**src/rtl/mem_bist_pkg.sv**
```systemverilog
package mem_bist_pkg;

    typedef enum logic [1:0] {
        PAT_CHECKER = 2'd0,
        PAT_INVERT  = 2'd1,
        PAT_ADDRESS = 2'd2,
        PAT_ZERO    = 2'd3
    } pat_e;

    localparam logic [31:0] CHECKER_WORD = 32'hAAAA5555;

endpackage

```
**src/rtl/bist_pattern_gen.sv**
```systemverilog
module bist_pattern_gen
    import mem_bist_pkg::*;
#(
    parameter int DATA_W = 32,
    parameter int ADDR_W = 24
) (
    input  pat_e              mode,
    input  logic [ADDR_W-1:0] addr,
    output logic [DATA_W-1:0] word
);

    logic [DATA_W-1:0] base;

    // replicate the 32-bit checker word across the data width
    for (genvar g = 0; g < DATA_W; g++) begin : g_base
        assign base[g] = CHECKER_WORD[g % 32];
    end

    always_comb begin
        unique case (mode)
            PAT_CHECKER: word = base;
            PAT_INVERT:  word = ~base;
            PAT_ADDRESS: word = DATA_W'(addr);
            default:     word = '0;
        endcase
    end

endmodule

```
**src/rtl/bist_sequencer.sv**
```systemverilog
module bist_sequencer
    import mem_bist_pkg::*;
#(
    parameter int ADDR_W = 24,
    parameter int BEAT_W = 8,
    parameter int CNT_W  = 32
) (
    input  logic              clk,
    input  logic              rst_n,
    input  logic              start,
    input  logic              selftest_en,
    input  logic              cfg_burst,
    input  logic              cfg_read,
    input  pat_e              cfg_pat,
    input  logic [BEAT_W-1:0] cfg_beats,
    input  logic [CNT_W-1:0]  cfg_bursts,
    input  logic              mem_ack,
    output logic              busy,
    output logic              done,
    output logic              accept,
    output logic              read_mode,
    output pat_e              pat,
    output logic [ADDR_W-1:0] addr,
    output logic              first,
    output logic              last
);

    typedef struct packed {
        logic              busy;
        logic              done;
        logic              read;
        logic              burst_mode;
        pat_e              pat;
        logic [BEAT_W-1:0] beats;
        logic [BEAT_W-1:0] beat;
        logic [CNT_W-1:0]  bursts;
        logic [CNT_W-1:0]  burst;
        logic [ADDR_W-1:0] addr;
    } seq_t;

    seq_t s_d, s_q;
    logic burst_end, run_end;

    assign burst_end = (s_q.beat == s_q.beats - 1'b1);
    assign run_end   = (s_q.burst == s_q.bursts - 1'b1);
    assign accept    = start && selftest_en && !s_q.busy;

    always_comb begin
        s_d = s_q;
        if (accept) begin
            s_d.busy       = (cfg_bursts != '0);
            s_d.done       = (cfg_bursts == '0);
            s_d.read       = cfg_read;
            s_d.burst_mode = cfg_burst;
            s_d.pat        = cfg_pat;
            s_d.beats      = (cfg_beats == '0) ? BEAT_W'(1) : cfg_beats;
            s_d.beat       = '0;
            s_d.bursts     = cfg_bursts;
            s_d.burst      = '0;
            s_d.addr       = '0;
        end else if (s_q.busy && mem_ack) begin
            s_d.addr = s_q.addr + 1'b1;
            if (burst_end) begin
                s_d.beat = '0;
                if (run_end) begin
                    s_d.busy = 1'b0;
                    s_d.done = 1'b1;
                end else begin
                    s_d.burst = s_q.burst + 1'b1;
                end
            end else begin
                s_d.beat = s_q.beat + 1'b1;
            end
        end
    end

    always_ff @(posedge clk or negedge rst_n) begin
        if (!rst_n) s_q <= '0;
        else        s_q <= s_d;
    end

    assign busy      = s_q.busy;
    assign done      = s_q.done;
    assign read_mode = s_q.read;
    assign pat       = s_q.pat;
    assign addr      = s_q.addr;
    assign first     = s_q.burst_mode ? (s_q.beat == '0) : 1'b1;
    assign last      = s_q.burst_mode ? burst_end : 1'b1;

endmodule

```
**src/rtl/bist_err_acc.sv**
```systemverilog
module bist_err_acc #(
    parameter int DATA_W = 32,
    parameter int ERR_W  = 30
) (
    input  logic              clk,
    input  logic              rst_n,
    input  logic              clear,
    input  logic              sample,
    input  logic [DATA_W-1:0] rdata,
    input  logic [DATA_W-1:0] expect_word,
    output logic [ERR_W-1:0]  err
);

    logic [ERR_W-1:0] err_d, err_q;
    logic             miss;

    assign miss = sample && (rdata != expect_word);

    always_comb begin
        err_d = err_q;
        if (clear)                      err_d = '0;
        else if (miss && (err_q != '1)) err_d = err_q + 1'b1;
    end

    always_ff @(posedge clk or negedge rst_n) begin
        if (!rst_n) err_q <= '0;
        else        err_q <= err_d;
    end

    assign err = err_q;

endmodule

```
**src/rtl/mem_bist_engine.sv**
```systemverilog
module mem_bist_engine
    import mem_bist_pkg::*;
#(
    parameter int ADDR_W = 24,
    parameter int DATA_W = 32,
    parameter int BEAT_W = 8,
    parameter int CNT_W  = 32,
    parameter int ERR_W  = 30
) (
    input  logic              clk,
    input  logic              rst_n,
    input  logic              cfg_selftest,
    input  logic              cfg_burst,
    input  logic              cfg_read,
    input  logic [1:0]        cfg_pattern,
    input  logic [BEAT_W-1:0] cfg_beats,
    input  logic [CNT_W-1:0]  cfg_bursts,
    input  logic              start,
    output logic              mem_req,
    output logic              mem_we,
    output logic              mem_first,
    output logic              mem_last,
    output logic [ADDR_W-1:0] mem_addr,
    output logic [DATA_W-1:0] mem_wdata,
    input  logic              mem_ack,
    input  logic [DATA_W-1:0] mem_rdata,
    output logic [ERR_W-1:0]  err_count,
    output logic              test_done
);

    logic              busy, accept, read_mode;
    pat_e              run_pat;
    logic [ADDR_W-1:0] addr;
    logic [DATA_W-1:0] pat_word;

    bist_sequencer #(
        .ADDR_W(ADDR_W), .BEAT_W(BEAT_W), .CNT_W(CNT_W)
    ) u_seq (
        .clk        (clk),
        .rst_n      (rst_n),
        .start      (start),
        .selftest_en(cfg_selftest),
        .cfg_burst  (cfg_burst),
        .cfg_read   (cfg_read),
        .cfg_pat    (pat_e'(cfg_pattern)),
        .cfg_beats  (cfg_beats),
        .cfg_bursts (cfg_bursts),
        .mem_ack    (mem_ack),
        .busy       (busy),
        .done       (test_done),
        .accept     (accept),
        .read_mode  (read_mode),
        .pat        (run_pat),
        .addr       (addr),
        .first      (mem_first),
        .last       (mem_last)
    );

    bist_pattern_gen #(
        .DATA_W(DATA_W), .ADDR_W(ADDR_W)
    ) u_pat (
        .mode(run_pat),
        .addr(addr),
        .word(pat_word)
    );

    bist_err_acc #(
        .DATA_W(DATA_W), .ERR_W(ERR_W)
    ) u_err (
        .clk        (clk),
        .rst_n      (rst_n),
        .clear      (accept),
        .sample     (busy && mem_ack && read_mode),
        .rdata      (mem_rdata),
        .expect_word(pat_word),
        .err        (err_count)
    );

    assign mem_req   = busy;
    assign mem_we    = !read_mode;
    assign mem_addr  = addr;
    assign mem_wdata = pat_word;

endmodule

```
**config.mk**
```make
export PLATFORM = sky130hd
export DESIGN_NAME = mem_bist_engine
export DESIGN_NICKNAME = d
export VERILOG_FILES = /design/src/rtl/mem_bist_pkg.sv /design/src/rtl/bist_pattern_gen.sv /design/src/rtl/bist_sequencer.sv /design/src/rtl/bist_err_acc.sv /design/src/rtl/mem_bist_engine.sv
export SDC_FILE = /design/constraint.sdc
export NUM_CORES = 1
export LEC_CHECK = 0
export ABC_CLOCK_PERIOD_IN_PS = 4800
export BUFFER_PORTS_ARGS = -buffer_cell sky130_fd_sc_hd__clkbuf_2
export CORE_UTILIZATION = 55
export CTS_CLUSTER_SIZE = 25
export DETAILED_ROUTE_END_ITERATION = 12
export GPL_TIMING_DRIVEN = 0
export PLACE_DENSITY = 0.81
export SLEW_MARGIN = 20
export SYNTH_ARGS = -nofsm -noshare
export SYNTH_HDL_FRONTEND = slang
export SYNTH_SLANG_ARGS = --single-unit
```
**constraint.sdc**
```tcl
create_clock -name clk -period 4.8 [get_ports clk]
set_input_delay 0.72 -clock clk [delete_from_list [all_inputs] [get_ports clk]]
set_output_delay 0.72 -clock clk [all_outputs]
set_load 0.01 [all_outputs]
```
==> qor.csv <==
metric,value,unit
wire length per cell after detailed routing,17.57,um
"Net count, final",1444,
syn_nets,1251,
status,completed,
CP Max Fanout,10,
sequential share of the synthesized area,0.3710,
full die area,17700,sq um
clock root buffer,clkbuf_16,
"Hold Vio Cnt, Final",0,
vias in the first global route,8930,
clock-pin slew on the worst setup and hold paths,0.06,ns
die height,133.0,um
Setup crit end kind,flop,
"area leader, netlist",dfrtp_1,
hold buffer count at cts,0,
P_leak,5.477,nW
initial DRC count,632,
share of layout cells above drive strength 1,0.1972,
# clock sinks,140,
NetSw,0.002086,W
synthesized area,9444,sq um
dominant synthesized flop cell,dfrtp_1,
Die X-Extent,133.0,um
Sw Share,0.3895,
Synth area leaders,"dfrtp_1, nand2_1, xnor2_1",
yosys warns,0,
Worst Clk Skew,0.01004,ns
H-tree depth,4,
Layout area overhead,19.71,%
synthesized area per cell,8.120,sq um
Placer Congestion,0.9643,
Peak supply drop,0.0003015,V
GRT Total Usage,0.3232,
DRC,0,
CORE AREA,16700,sq um
maximum clock path buffer count,2,
drt pass-1 iters,6,
Cells after Synth,1163,
Comb power frac,0.402,
total CTS buffers,17,
Yosys cell types,77,
Post-Layout Cell Count,1589,
filler instances,1401,
"Data required, critical path",5.08,ns
Inst Count DP,1557,
Startpoint Class,flop,
post-route minimum period,4.428,ns
DR vias/cell,5.988,
"EDFF count, synth",0,
Reg power frac,0.322,
I/O Buffers,171,
crit path DAT,4.71,ns
Clk network pwr share,0.276,
WS Path Type,reg2reg,
TritonCTS clock tree,done,
share of the synthesized area in the top cell type,0.3710,
setup bufs post-CTS,0,
DR vias,9515,
Hold Path Class,in2async,
first-pass GRT wire length,44.99,mm
Least-Margin Pin Slew,0.9185,ns
Pwr per Cell Area,473.7,nW/um^2
Max Fclk,225.8,MHz
headroom to the max-slew limit,0.3848,
"flops & latches, synth",140,
Final ANT Viol Nets,0,
hold slack,0.2466,ns
internal power,0.003270,W
Post-CTS Resized,0,
row cnt,47,
final wirelength,27.91,mm
unrepaired setup endpoints after global routing,no,
DP HPWL,20.56,mm
Initial Util,0.5655,
Async SR Flop Fraction,1.000,
Ports,172,
maximum number of pins on one net before global-route repair,87,
antenna diode count,0,
setup violators final,0,
GR Overflow Total,0,
Final Max Tran Viols,0,
max cap viols,0,
Worst-Skew Late Latency,0.43,ns
period utilization,0.9226,
initial antenna violation count,0,
setup TNS,0,ns
==> worst max-delay path, stage by stage, from the launching register on <==
cell,delay (ns)
dfrtp_1,0.44
inv_1,0.09
ha_1,0.31
or4b_2,0.63
nor4_2,0.57
mux2i_1,0.31
o21ai_0,0.10
a221o_1,0.35
nor4_2,0.54
a211oi_2,0.29
clkbuf_1,0.34
xnor2_1,0.26
nor2_1,0.06
==> cells in the mapped netlist (4+ instances only) <==
master,number
clkbuf_1,47
or2_2,4
nor2b_1,13
a211oi_1,5
a22o_1,5
buf_1,10
and3_1,23
a31o_2,8
xor2_1,23
nor2_1,99
nand3b_1,7
nor4_1,25
and4_1,13
o22ai_1,8
nand4_1,29
a31o_1,7
xnor2_1,55
a2111oi_0,5
a41o_1,7
mux2i_1,26
dfrtp_1,140
nor3_1,27
o31ai_1,4
or3_1,10
or4_1,14
nand2b_1,30
a31oi_1,20
nand2_1,200
nand3_1,41
a21o_1,16
o211ai_1,4
buf_4,30
and2_1,6
inv_1,40
o21ai_0,40
a21oi_1,54
ha_1,7
==> final timing paths <==
kind                                           start  depth (start not counted)                          to  slack [ns]
max                        u_seq.s_q[56]$_DFFE_PN0P_                         12   u_seq.s_q[29]$_DFFE_PN0P_        0.37
max in group asynchronous                      rst_n                          2  u_seq.addr[10]$_DFFE_PN0P_        3.79
min in group clk           u_seq.s_q[87]$_DFFE_PN0P_                          2   u_seq.s_q[87]$_DFFE_PN0P_        0.49
min                                            rst_n                          1   u_err.err[25]$_DFFE_PN0P_        0.25
min reg2reg                u_seq.s_q[87]$_DFFE_PN0P_                          2   u_seq.s_q[87]$_DFFE_PN0P_        0.49
max reg2reg                u_seq.s_q[56]$_DFFE_PN0P_                         12   u_seq.s_q[29]$_DFFE_PN0P_        0.37
==> cell type report <==
| type | count | area (sq um) | area share |
|---|---|---|---|
| Buffer | 92 | 476.7 | 0.04216 |
| Clock buffer | 22 | 474.2 | 0.04194 |
| Clock inverter | 10 | 186.4 | 0.01649 |
| Inverter | 40 | 150.1 | 0.01328 |
| Multi-Input combinational cell | 891 | 5333 | 0.4717 |
| Sequential cell | 140 | 3503 | 0.3099 |
| Tap cell | 220 | 275.3 | 0.02435 |
| Timing Repair Buffer | 174 | 907.1 | 0.08023 |
==> per-stage QoR <==
stage | instance area, sq um | worst slack [ns] | util | power, W
final | 11310 | 0.3716 | 0.6770 | 0.005356
after floorplan | 9444 | 1.157 | - | 0.003152
after detailed placement | 10650 | 0.5365 | 0.6374 | 0.003836
after global placement | 10580 | 0.2143 | 0.6332 | 0.003775
after CTS | 11310 | 0.4572 | 0.6770 | 0.005338
after global routing | 11310 | 0.1473 | 0.6770 | 0.005652
==> placed cells by master, fill, tap and decap left out, drive strengths merged, types with 28 or more instances in the layout <==
| master | instances |
|---|---|
| buf | 48 |
| inv | 40 |
| xnor2 | 55 |
| dfrtp | 140 |
| o21ai | 41 |
| clkbuf | 240 |
| nand2b | 30 |
| nand2 | 200 |
| nor3 | 28 |
| nand3 | 41 |
| a21oi | 56 |
| nor2 | 99 |
| nand4 | 29 |
==> registers in the layout, summed over array words and instances (netlist names) <==
signal / flops
u_seq.s_q: 81
u_err.err: 30
u_seq.addr: 24
u_seq.pat: 2
u_seq.busy: 1
u_seq.done: 1
u_seq.read_mode: 1
==> power by group through the flow <==
stage	Combinational (W)	Sequential [W]	Clock, W
global route	0.00236	0.00176	0.00154
floorplan	0.00150	0.00165	0
finish	0.00215	0.00172	0.00148
detailed placement	0.00210	0.00174	0
global placement	0.00205	0.00172	0
CTS	0.00213	0.00172	0.00149
==> logic make-up after synthesis <==
logic type	count (synthesis)	synth area share
flip-flops	140	0.3710
XOR/XNOR	78	0.07234
AND/OR/NAND/NOR	557	0.2925
buffers and inverters	132	0.06638
AO/OA/AOI/OAI	221	0.1586
adder cells (fa/ha/maj)	7	0.009274
multiplexers	28	0.02994
==> per-layer routing <==
metal	vias up	wire length, um	global-route usage
met5	-	0	0
met4	0	1040	0.1552
met3	83	2082	0.05326
met2	464	13680	0.5445
met1	4481	11110	0.4033
li1	4487	-	-
Note: power is estimated with default switching activity, not from simulation.
